$ cat src/rtl/coh_dir_pkg.sv
package coh_dir_pkg;
  typedef enum logic [1:0] {DIR_UNC = 2'd0, DIR_SHR = 2'd1, DIR_EXC = 2'd2} dir_state_e;
  typedef enum logic [1:0] {REQ_RD = 2'd0, REQ_WR = 2'd1, REQ_WB = 2'd2} req_kind_e;
  typedef enum logic [1:0] {MSG_INV = 2'd0, MSG_DWN = 2'd1, MSG_TAKE = 2'd2} msg_kind_e;
  typedef enum logic [1:0] {CT_IDLE = 2'd0, CT_BUSY = 2'd1, CT_REPLY = 2'd2} ctl_state_e;
endpackage

$ cat src/rtl/dir_entry_array.sv
module dir_entry_array
  import coh_dir_pkg::*;
#(
  parameter int NPROC = 4,
  parameter int NBLK  = 8,
  localparam int BW = (NBLK > 1) ? $clog2(NBLK) : 1
) (
  input  logic             clk,
  input  logic             rst_n,
  input  logic [BW-1:0]    rd_idx,
  output dir_state_e       rd_state,
  output logic [NPROC-1:0] rd_pres,
  input  logic             wr_en,
  input  logic [BW-1:0]    wr_idx,
  input  dir_state_e       wr_state,
  input  logic [NPROC-1:0] wr_pres
);
  dir_state_e       st_q   [NBLK];
  logic [NPROC-1:0] pres_q [NBLK];

  for (genvar g = 0; g < NBLK; g++) begin : g_ent
    logic ent_we;
    assign ent_we = wr_en && (wr_idx == BW'(g));
    always_ff @(posedge clk or negedge rst_n) begin
      if (!rst_n) begin
        st_q[g]   <= DIR_UNC;
        pres_q[g] <= '0;
      end else if (ent_we) begin
        st_q[g]   <= wr_state;
        pres_q[g] <= wr_pres;
      end
    end
  end

  assign rd_state = st_q[rd_idx];
  assign rd_pres  = pres_q[rd_idx];
endmodule

$ cat src/rtl/dir_next_entry.sv
module dir_next_entry
  import coh_dir_pkg::*;
#(
  parameter int NPROC = 4,
  localparam int PW = (NPROC > 1) ? $clog2(NPROC) : 1
) (
  input  req_kind_e        kind,
  input  logic [PW-1:0]    src,
  input  dir_state_e       cur_state,
  input  logic [NPROC-1:0] cur_pres,
  output logic             err,
  output dir_state_e       nxt_state,
  output logic [NPROC-1:0] nxt_pres,
  output logic [NPROC-1:0] tgt_mask,
  output msg_kind_e        tgt_kind
);
  logic [NPROC-1:0] src_oh;
  logic             have;

  assign src_oh = NPROC'(1) << src;
  assign have   = |(cur_pres & src_oh);

  always_comb begin
    err       = 1'b0;
    nxt_state = cur_state;
    nxt_pres  = cur_pres;
    tgt_mask  = '0;
    tgt_kind  = MSG_INV;
    unique case (kind)
      REQ_RD: begin
        if (have) begin
          err = 1'b1;
        end else begin
          nxt_state = DIR_SHR;
          nxt_pres  = cur_pres | src_oh;
          if (cur_state == DIR_EXC) begin
            tgt_mask = cur_pres;
            tgt_kind = MSG_DWN;
          end
        end
      end
      REQ_WR: begin
        if (have) begin
          err = 1'b1;
        end else begin
          nxt_state = DIR_EXC;
          nxt_pres  = src_oh;
          tgt_mask  = cur_pres;
          tgt_kind  = (cur_state == DIR_EXC) ? MSG_TAKE : MSG_INV;
        end
      end
      REQ_WB: begin
        if (!have || cur_state != DIR_EXC) begin
          err = 1'b1;
        end else begin
          nxt_state = DIR_UNC;
          nxt_pres  = '0;
        end
      end
      default: err = 1'b1;
    endcase
  end
endmodule

$ cat src/rtl/dir_msg_sequencer.sv
module dir_msg_sequencer #(
  parameter int NPROC = 4,
  localparam int PW = (NPROC > 1) ? $clog2(NPROC) : 1,
  localparam int CW = $clog2(NPROC + 1)
) (
  input  logic             clk,
  input  logic             rst_n,
  input  logic             load,
  input  logic [NPROC-1:0] load_mask,
  input  logic             run,
  input  logic             ack_valid,
  output logic             send,
  output logic [PW-1:0]    send_dst,
  output logic             all_done,
  output logic [CW-1:0]    outstanding
);
  logic [NPROC-1:0] pend_q, pend_d;
  logic [CW-1:0]    outst_q, outst_d;
  logic             pend_en, outst_en, ack_use;

  always_comb begin
    send_dst = '0;
    for (int i = NPROC - 1; i >= 0; i--) begin
      if (pend_q[i]) send_dst = PW'(i);
    end
  end

  assign send    = run && (|pend_q);
  assign ack_use = ack_valid && ((outst_q != '0) || send);

  always_comb begin
    pend_en  = load || send;
    pend_d   = load ? load_mask : (pend_q & ~(NPROC'(1) << send_dst));
    outst_en = load || send || ack_use;
    if (load) outst_d = '0;
    else      outst_d = outst_q + CW'(send) - CW'(ack_use);
  end

  always_ff @(posedge clk or negedge rst_n) begin
    if (!rst_n)       pend_q <= '0;
    else if (pend_en) pend_q <= pend_d;
  end

  always_ff @(posedge clk or negedge rst_n) begin
    if (!rst_n)        outst_q <= '0;
    else if (outst_en) outst_q <= outst_d;
  end

  assign all_done    = (pend_q == '0) && (outst_q == '0);
  assign outstanding = outst_q;
endmodule

$ cat src/rtl/coh_dir_ctrl.sv
module coh_dir_ctrl
  import coh_dir_pkg::*;
#(
  parameter int NPROC = 4,
  parameter int NBLK  = 8,
  localparam int PW = (NPROC > 1) ? $clog2(NPROC) : 1,
  localparam int BW = (NBLK > 1) ? $clog2(NBLK) : 1,
  localparam int CW = $clog2(NPROC + 1)
) (
  input  logic             clk,
  input  logic             rst_n,
  input  logic             req_valid,
  output logic             req_ready,
  input  logic [1:0]       req_kind,
  input  logic [PW-1:0]    req_src,
  input  logic [BW-1:0]    req_blk,
  output logic             msg_valid,
  output logic [1:0]       msg_type,
  output logic [PW-1:0]    msg_dst,
  input  logic             ack_valid,
  output logic             rsp_valid,
  output logic [PW-1:0]    rsp_dst,
  output logic             rsp_err,
  output logic [1:0]       rsp_state,
  output logic [NPROC-1:0] rsp_sharers
);
  ctl_state_e       st_q, st_d;
  logic             accept;
  dir_state_e       cur_state, nx_state;
  logic [NPROC-1:0] cur_pres, nx_pres, nx_tgt;
  logic             nx_err;
  msg_kind_e        nx_kind;
  logic             seq_done;
  logic [CW-1:0]    seq_outst;

  logic [PW-1:0]    src_q;
  logic [BW-1:0]    blk_q;
  logic             err_q;
  dir_state_e       new_state_q;
  logic [NPROC-1:0] new_pres_q;
  msg_kind_e        kind_q;

  assign req_ready = (st_q == CT_IDLE);
  assign accept    = req_valid && req_ready;

  dir_entry_array #(.NPROC(NPROC), .NBLK(NBLK)) u_arr (
    .clk      (clk),
    .rst_n    (rst_n),
    .rd_idx   (req_blk),
    .rd_state (cur_state),
    .rd_pres  (cur_pres),
    .wr_en    ((st_q == CT_REPLY) && !err_q),
    .wr_idx   (blk_q),
    .wr_state (new_state_q),
    .wr_pres  (new_pres_q)
  );

  dir_next_entry #(.NPROC(NPROC)) u_nx (
    .kind      (req_kind_e'(req_kind)),
    .src       (req_src),
    .cur_state (cur_state),
    .cur_pres  (cur_pres),
    .err       (nx_err),
    .nxt_state (nx_state),
    .nxt_pres  (nx_pres),
    .tgt_mask  (nx_tgt),
    .tgt_kind  (nx_kind)
  );

  dir_msg_sequencer #(.NPROC(NPROC)) u_seq (
    .clk         (clk),
    .rst_n       (rst_n),
    .load        (accept),
    .load_mask   (nx_err ? '0 : nx_tgt),
    .run         (st_q == CT_BUSY),
    .ack_valid   (ack_valid),
    .send        (msg_valid),
    .send_dst    (msg_dst),
    .all_done    (seq_done),
    .outstanding (seq_outst)
  );

  always_comb begin
    st_d = st_q;
    unique case (st_q)
      CT_IDLE:  if (accept) st_d = CT_BUSY;
      CT_BUSY:  if (seq_done) st_d = CT_REPLY;
      CT_REPLY: st_d = CT_IDLE;
      default:  st_d = CT_IDLE;
    endcase
  end

  always_ff @(posedge clk or negedge rst_n) begin
    if (!rst_n) st_q <= CT_IDLE;
    else        st_q <= st_d;
  end

  always_ff @(posedge clk or negedge rst_n) begin
    if (!rst_n) begin
      src_q       <= '0;
      blk_q       <= '0;
      err_q       <= 1'b0;
      new_state_q <= DIR_UNC;
      new_pres_q  <= '0;
      kind_q      <= MSG_INV;
    end else if (accept) begin
      src_q       <= req_src;
      blk_q       <= req_blk;
      err_q       <= nx_err;
      new_state_q <= nx_state;
      new_pres_q  <= nx_pres;
      kind_q      <= nx_kind;
    end
  end

  assign msg_type    = kind_q;
  assign rsp_valid   = (st_q == CT_REPLY);
  assign rsp_dst     = src_q;
  assign rsp_err     = err_q;
  assign rsp_state   = new_state_q;
  assign rsp_sharers = new_pres_q;
endmodule

$ cat config.mk
export PLATFORM = sky130hd
export DESIGN_NAME = coh_dir_ctrl
export DESIGN_NICKNAME = d
export VERILOG_FILES = /design/src/rtl/coh_dir_pkg.sv /design/src/rtl/dir_entry_array.sv /design/src/rtl/dir_next_entry.sv /design/src/rtl/dir_msg_sequencer.sv /design/src/rtl/coh_dir_ctrl.sv
export SDC_FILE = /design/constraint.sdc
export NUM_CORES = 1
export LEC_CHECK = 0
export ABC_AREA = 1
export BUFFER_PORTS_ARGS = -buffer_cell sky130_fd_sc_hd__buf_2
export CAP_MARGIN = 5
export CELL_PAD_IN_SITES_DETAIL_PLACEMENT = 1
export CELL_PAD_IN_SITES_GLOBAL_PLACEMENT = 1
export CORE_AREA = 10 10 109 111
export CTS_BUF_LIST = sky130_fd_sc_hd__clkbuf_2 sky130_fd_sc_hd__clkbuf_4 sky130_fd_sc_hd__clkbuf_8
export CTS_CLUSTER_SIZE = 10
export DETAILED_ROUTE_END_ITERATION = 7
export DIE_AREA = 0 0 119 121
export PLACE_DENSITY = 0.76
export SYNTH_ARGS = -nofsm -noshare
export SYNTH_HDL_FRONTEND = slang
export SYNTH_HIERARCHICAL = 1
export SYNTH_SLANG_ARGS = --single-unit
$ cat constraint.sdc
create_clock -name clk -period 2.3 [get_ports clk]
set_clock_uncertainty 0.2 [all_clocks]
set_input_delay 0.23 -clock clk [delete_from_list [all_inputs] [get_ports clk]]
set_output_delay 0.23 -clock clk [all_outputs]
set_load 0.03 [all_outputs]
==> flow_summary.toml <==
[sta]
final.period_utilization = 0.991
pins_over_their_slew_limit = 0
grt_setup_unrepaired = "true"
timing.final.setup_violations = 0
worst_case_headroom_to_the_max_slew_limit = 0.648
max_clock_freq_mhz = 439
min_period_ns = 2.28
hold_viol = 0
finalWorstSetupSlack_ns = 0.0197
worstMarginPinSlew_ns = 0.526

[logic_synthesis]
netlist_area_um2 = 3880
synth.area.mux_share = 0
ys.warnings.count = 6
post_synth_main_area_contributors = "dfrtp_1 46%, nand2_1 19%, inv_1 8.2%"
synth.yosys.seq_area_share = 0.457
netlist-cell-type-count = 28
largest_family_of_logic_cells_by_synthesized_area = "simple AND/OR/NAND/NOR gates"
synth_top_area_frac = 0.457
syn-mean-instance-area_um2 = 7.27
synthXorXnorAreaFrac = 0
yosysTopAreaCell = "dfrtp_1"
postSynthRegisterBits = 71
synth-compound-area-share = 0.0825
mappedNetlistNets = 548
synth_simple_gate_area_share = 0.333
syn_inst = 534
synth_fa_ha_area_frac = 0.0116

[routing]
drcViolationCount = 0
vias_per_cell = 4.87
post_drt_wl_per_cell_um = 15.6
drt_first_pass_iters = 4
postRouteWirelength_mm = 11.3
routed-via-count = 3536
antenna_violating_nets_post_route = 0
detailedRoute.firstIterationViolations = 148

[critical_path]
cp_data_arrival_time_ns = 2.33
critical_path.endpoint_type = "register"
reg2reg_slack_ns = 0.02
dominant_delay_contributor_by_cell_family_on_the_critical_path = "adder cells"
cp_cell_sequence = "nor2_4 > nand2_4 > nand2_4 > nand2_4 > nand2_4 > inv_4 > ha_4 > inv_2 > ha_4 > inv_2 > fa_2 > nor2_1 > nand2_1 > nand2_1"
setup_crit_path_kind = "reg -> reg"
worstPathBufferInverterCount = 3
worst_path_largest_cell_delay_ns = 0.52
crit_slowest_cell = "fa_2"
crit_top_cell = "nand2_4"
crit_path_max_fanout = 2
startpoint_class_of_the_critical_path = "register"
critPathRequiredTime_ns = 2.35

[placement]
place_congestion = 0.794
io_buffer_count = 26
hpwl_after_detailed_placement_mm = 7.84
placed_cell_area_um2 = 4300
preCtsSetupSlack_ns = -0.0673

[clocking]
clock_buffer_count_from_cts = 9
tritoncts = "yes"
clkLatencyLatePin_ns = 0.36
tritoncts_num_sinks = 71
cts.reportedPaths.clkPinSlew_ns = 0.08
htreeDepth = 3
cts_root_buffer = "clkbuf_8"
clk_path_buf_depth = 2

[power]
power.switching_mw = 2.19
worst_ir_drop_on_vdd_mv = 0.573
power.static_leakage_nw = 2.46
clock_power_share = 0.214
sequentialPowerShare = 0.369
powerDensity_nw_per_um2 = 1130
internal_power_mw = 3.09
switching_share = 0.414
p_comb_frac = 0.417

[floorplanning]
rows = 36
initial_core_util = 0.403
die_area_um2 = 14400
ios = 27
die_w_um = 119
chipHeight_um = 121
core_um2 = 9640

[global_route]
grt_antenna_before_repair = 0
grt_first_pass_wirelength_mm = 18.7
via_count_of_the_first_global_routing_pass = 3760
grt_usage = 0.159
grt_max_degree = 72
grt.overflow.total = 0

[final_layout]
design_area_um2 = 4680
n_antenna_cell = 0
area_growth_syn_to_layout_pct = 20.5
finalNetCount = 602
final_layout_size_suffix_gt1_frac = 0.194

[outcome]
outcome = "complete, no violations"

[flow_run]
maxCapViolations = 0

[hold_path]
timing.hold.worst.class = "in -> reg"
[final timing paths]
| kind | from | to | cells past startpoint |
|---|---|---|---|
| max in group asynchronous | rst_n | u_seq/outstanding[0]$_DFFE_PN0P_ | 3 |
| hold / removal | req_blk[2] | blk_q[2]$_DFFE_PN0P_ | 3 |
| min in group asynchronous | rst_n | u_arr/pres_q[14]$_DFFE_PN0P_ | 3 |
| setup / recovery | u_seq/pend_q[2]$_DFFE_PN0P_ | u_seq/outstanding[1]$_DFFE_PN0P_ | 14 |
| hold reg to reg | msg_type[1]$_DFFE_PN0P_ | msg_type[1]$_DFFE_PN0P_ | 2 |
| setup reg to reg | u_seq/pend_q[2]$_DFFE_PN0P_ | u_seq/outstanding[1]$_DFFE_PN0P_ | 14 |
[power groups by stage]
stage	Combinational (mW)	Sequential (mW)	Clock, mW
6_report	2.20	1.95	1.13
5_1_grt	2.47	2.01	1.21
3_5_place_dp	2.09	1.97	0
2_1_floorplan	1.28	2.06	0
3_3_place_gp	2.00	1.94	0
4_1_cts	2.17	1.95	1.16
[area by class of cell]
| cell class | instances | area [µm²] |
|---|---|---|
| Clock buffer | 14 | 193 |
| Timing Repair Buffer | 62 | 455 |
| Fill cell | 1273 | 4960 |
| Sequential cell | 71 | 1780 |
| Multi-Input combinational cell | 354 | 1710 |
| Tap cell | 133 | 166 |
| Clock inverter | 2 | 35.0 |
| Inverter | 90 | 340 |
[repair_timing]
action / 4_1_cts / 5_1_grt
endpoints found under the hold margin: 72 / 0
pin swaps: 7 / 12
buffers inserted: 3 / 5
hold buffers: 2 / 0
resized for setup: 9 / 8
endpoints found under the setup margin: 2 / 6
[placed cells by master (no fill, tap or decap), drive strengths merged]
cell,netlist,final
nand2,201,201
inv,89,89
dfrtp,71,71
buf,17,60
nand3,58,58
o21ai,51,51
nor2,29,29
clkbuf,2,14
a21boi,5,5
nor3,4,4
dlygate4sd3,0,2
ha,2,2
clkinv,1,2
bufinv,0,1
nor4,1,1
a21oi,1,1
o211ai,1,1
fa,1,1
[worst reg2reg max path: cells and delay by family, from the launching register on]
family / cells / cell delay, ns
adder cells (fa/ha/maj): 3 / 0.85
AND/OR/NAND/NOR: 8 / 0.60
flip-flops: 1 / 0.41
buffers and inverters: 3 / 0.13
[logic make-up (layout without fill, tap and decap cells)]
family / after synthesis / count (layout)
adders and majority gates: 3 / 3
DFF: 71 / 71
buffers and inverters: 109 / 168
and+or+nand+nor: 293 / 293
AOI/OAI and AO/OA: 58 / 58
[flip-flops by register name (all words and copies together), names as in the netlist]
signal             count
u_arr/pres_q          32
rsp_state              2
blk_q                  3
u_seq/outstanding      3
rsp_dst                2
rsp_sharers            4
st_q                   2
msg_type               2
u_seq/pend_q           4
rsp_err                1
u_arr/st_q            16
[routing by layer]
metal  global-route usage  vias up  wire, µm  share of wire
met4               0.0687        0       193          0.017
met5                    0        -         0              0
li1                     -     1740         -              -
met3               0.0214       13       327          0.029
met1                0.190     1736      5030           0.44
met2                0.278       47      5770           0.51
[per-stage QoR]
stage / power (mW) / TNS (ns) / utilization / hold slack, ns / std cells
after floorplan: 3.34 / 0 / - / -0.266 / 534
after global placement: 3.94 / 0 / 0.446 / 0.0899 / 700
after detailed placement: 4.06 / -0.131 / 0.446 / 0.0929 / 700
after CTS: 5.29 / -0.0445 / 0.477 / 0.00726 / 721
after global routing: 5.70 / -0.247 / 0.486 / 0.0260 / 726
final: 5.28 / 0 / 0.486 / 0.0170 / 726
[Yosys cell counts]
library cell / count
clkinv_1: 1
inv_2: 4
o21ai_1: 47
nand2_2: 4
nand2_1: 192
nor4_1: 1
ha_1: 2
a21boi_1: 4
nor2_1: 22
nor3_1: 1
nand2_4: 5
inv_1: 85
buf_4: 5
a21boi_2: 1
nor2_2: 4
clkbuf_1: 2
o21ai_0: 4
dfrtp_1: 71
fa_1: 1
buf_2: 11
nor2_4: 3
o211ai_1: 1
nor3_2: 1
nand3_1: 57
buf_6: 1
a21oi_4: 1
nor3_4: 2
nand3_2: 1
Power figures use the tool's default switching activity.
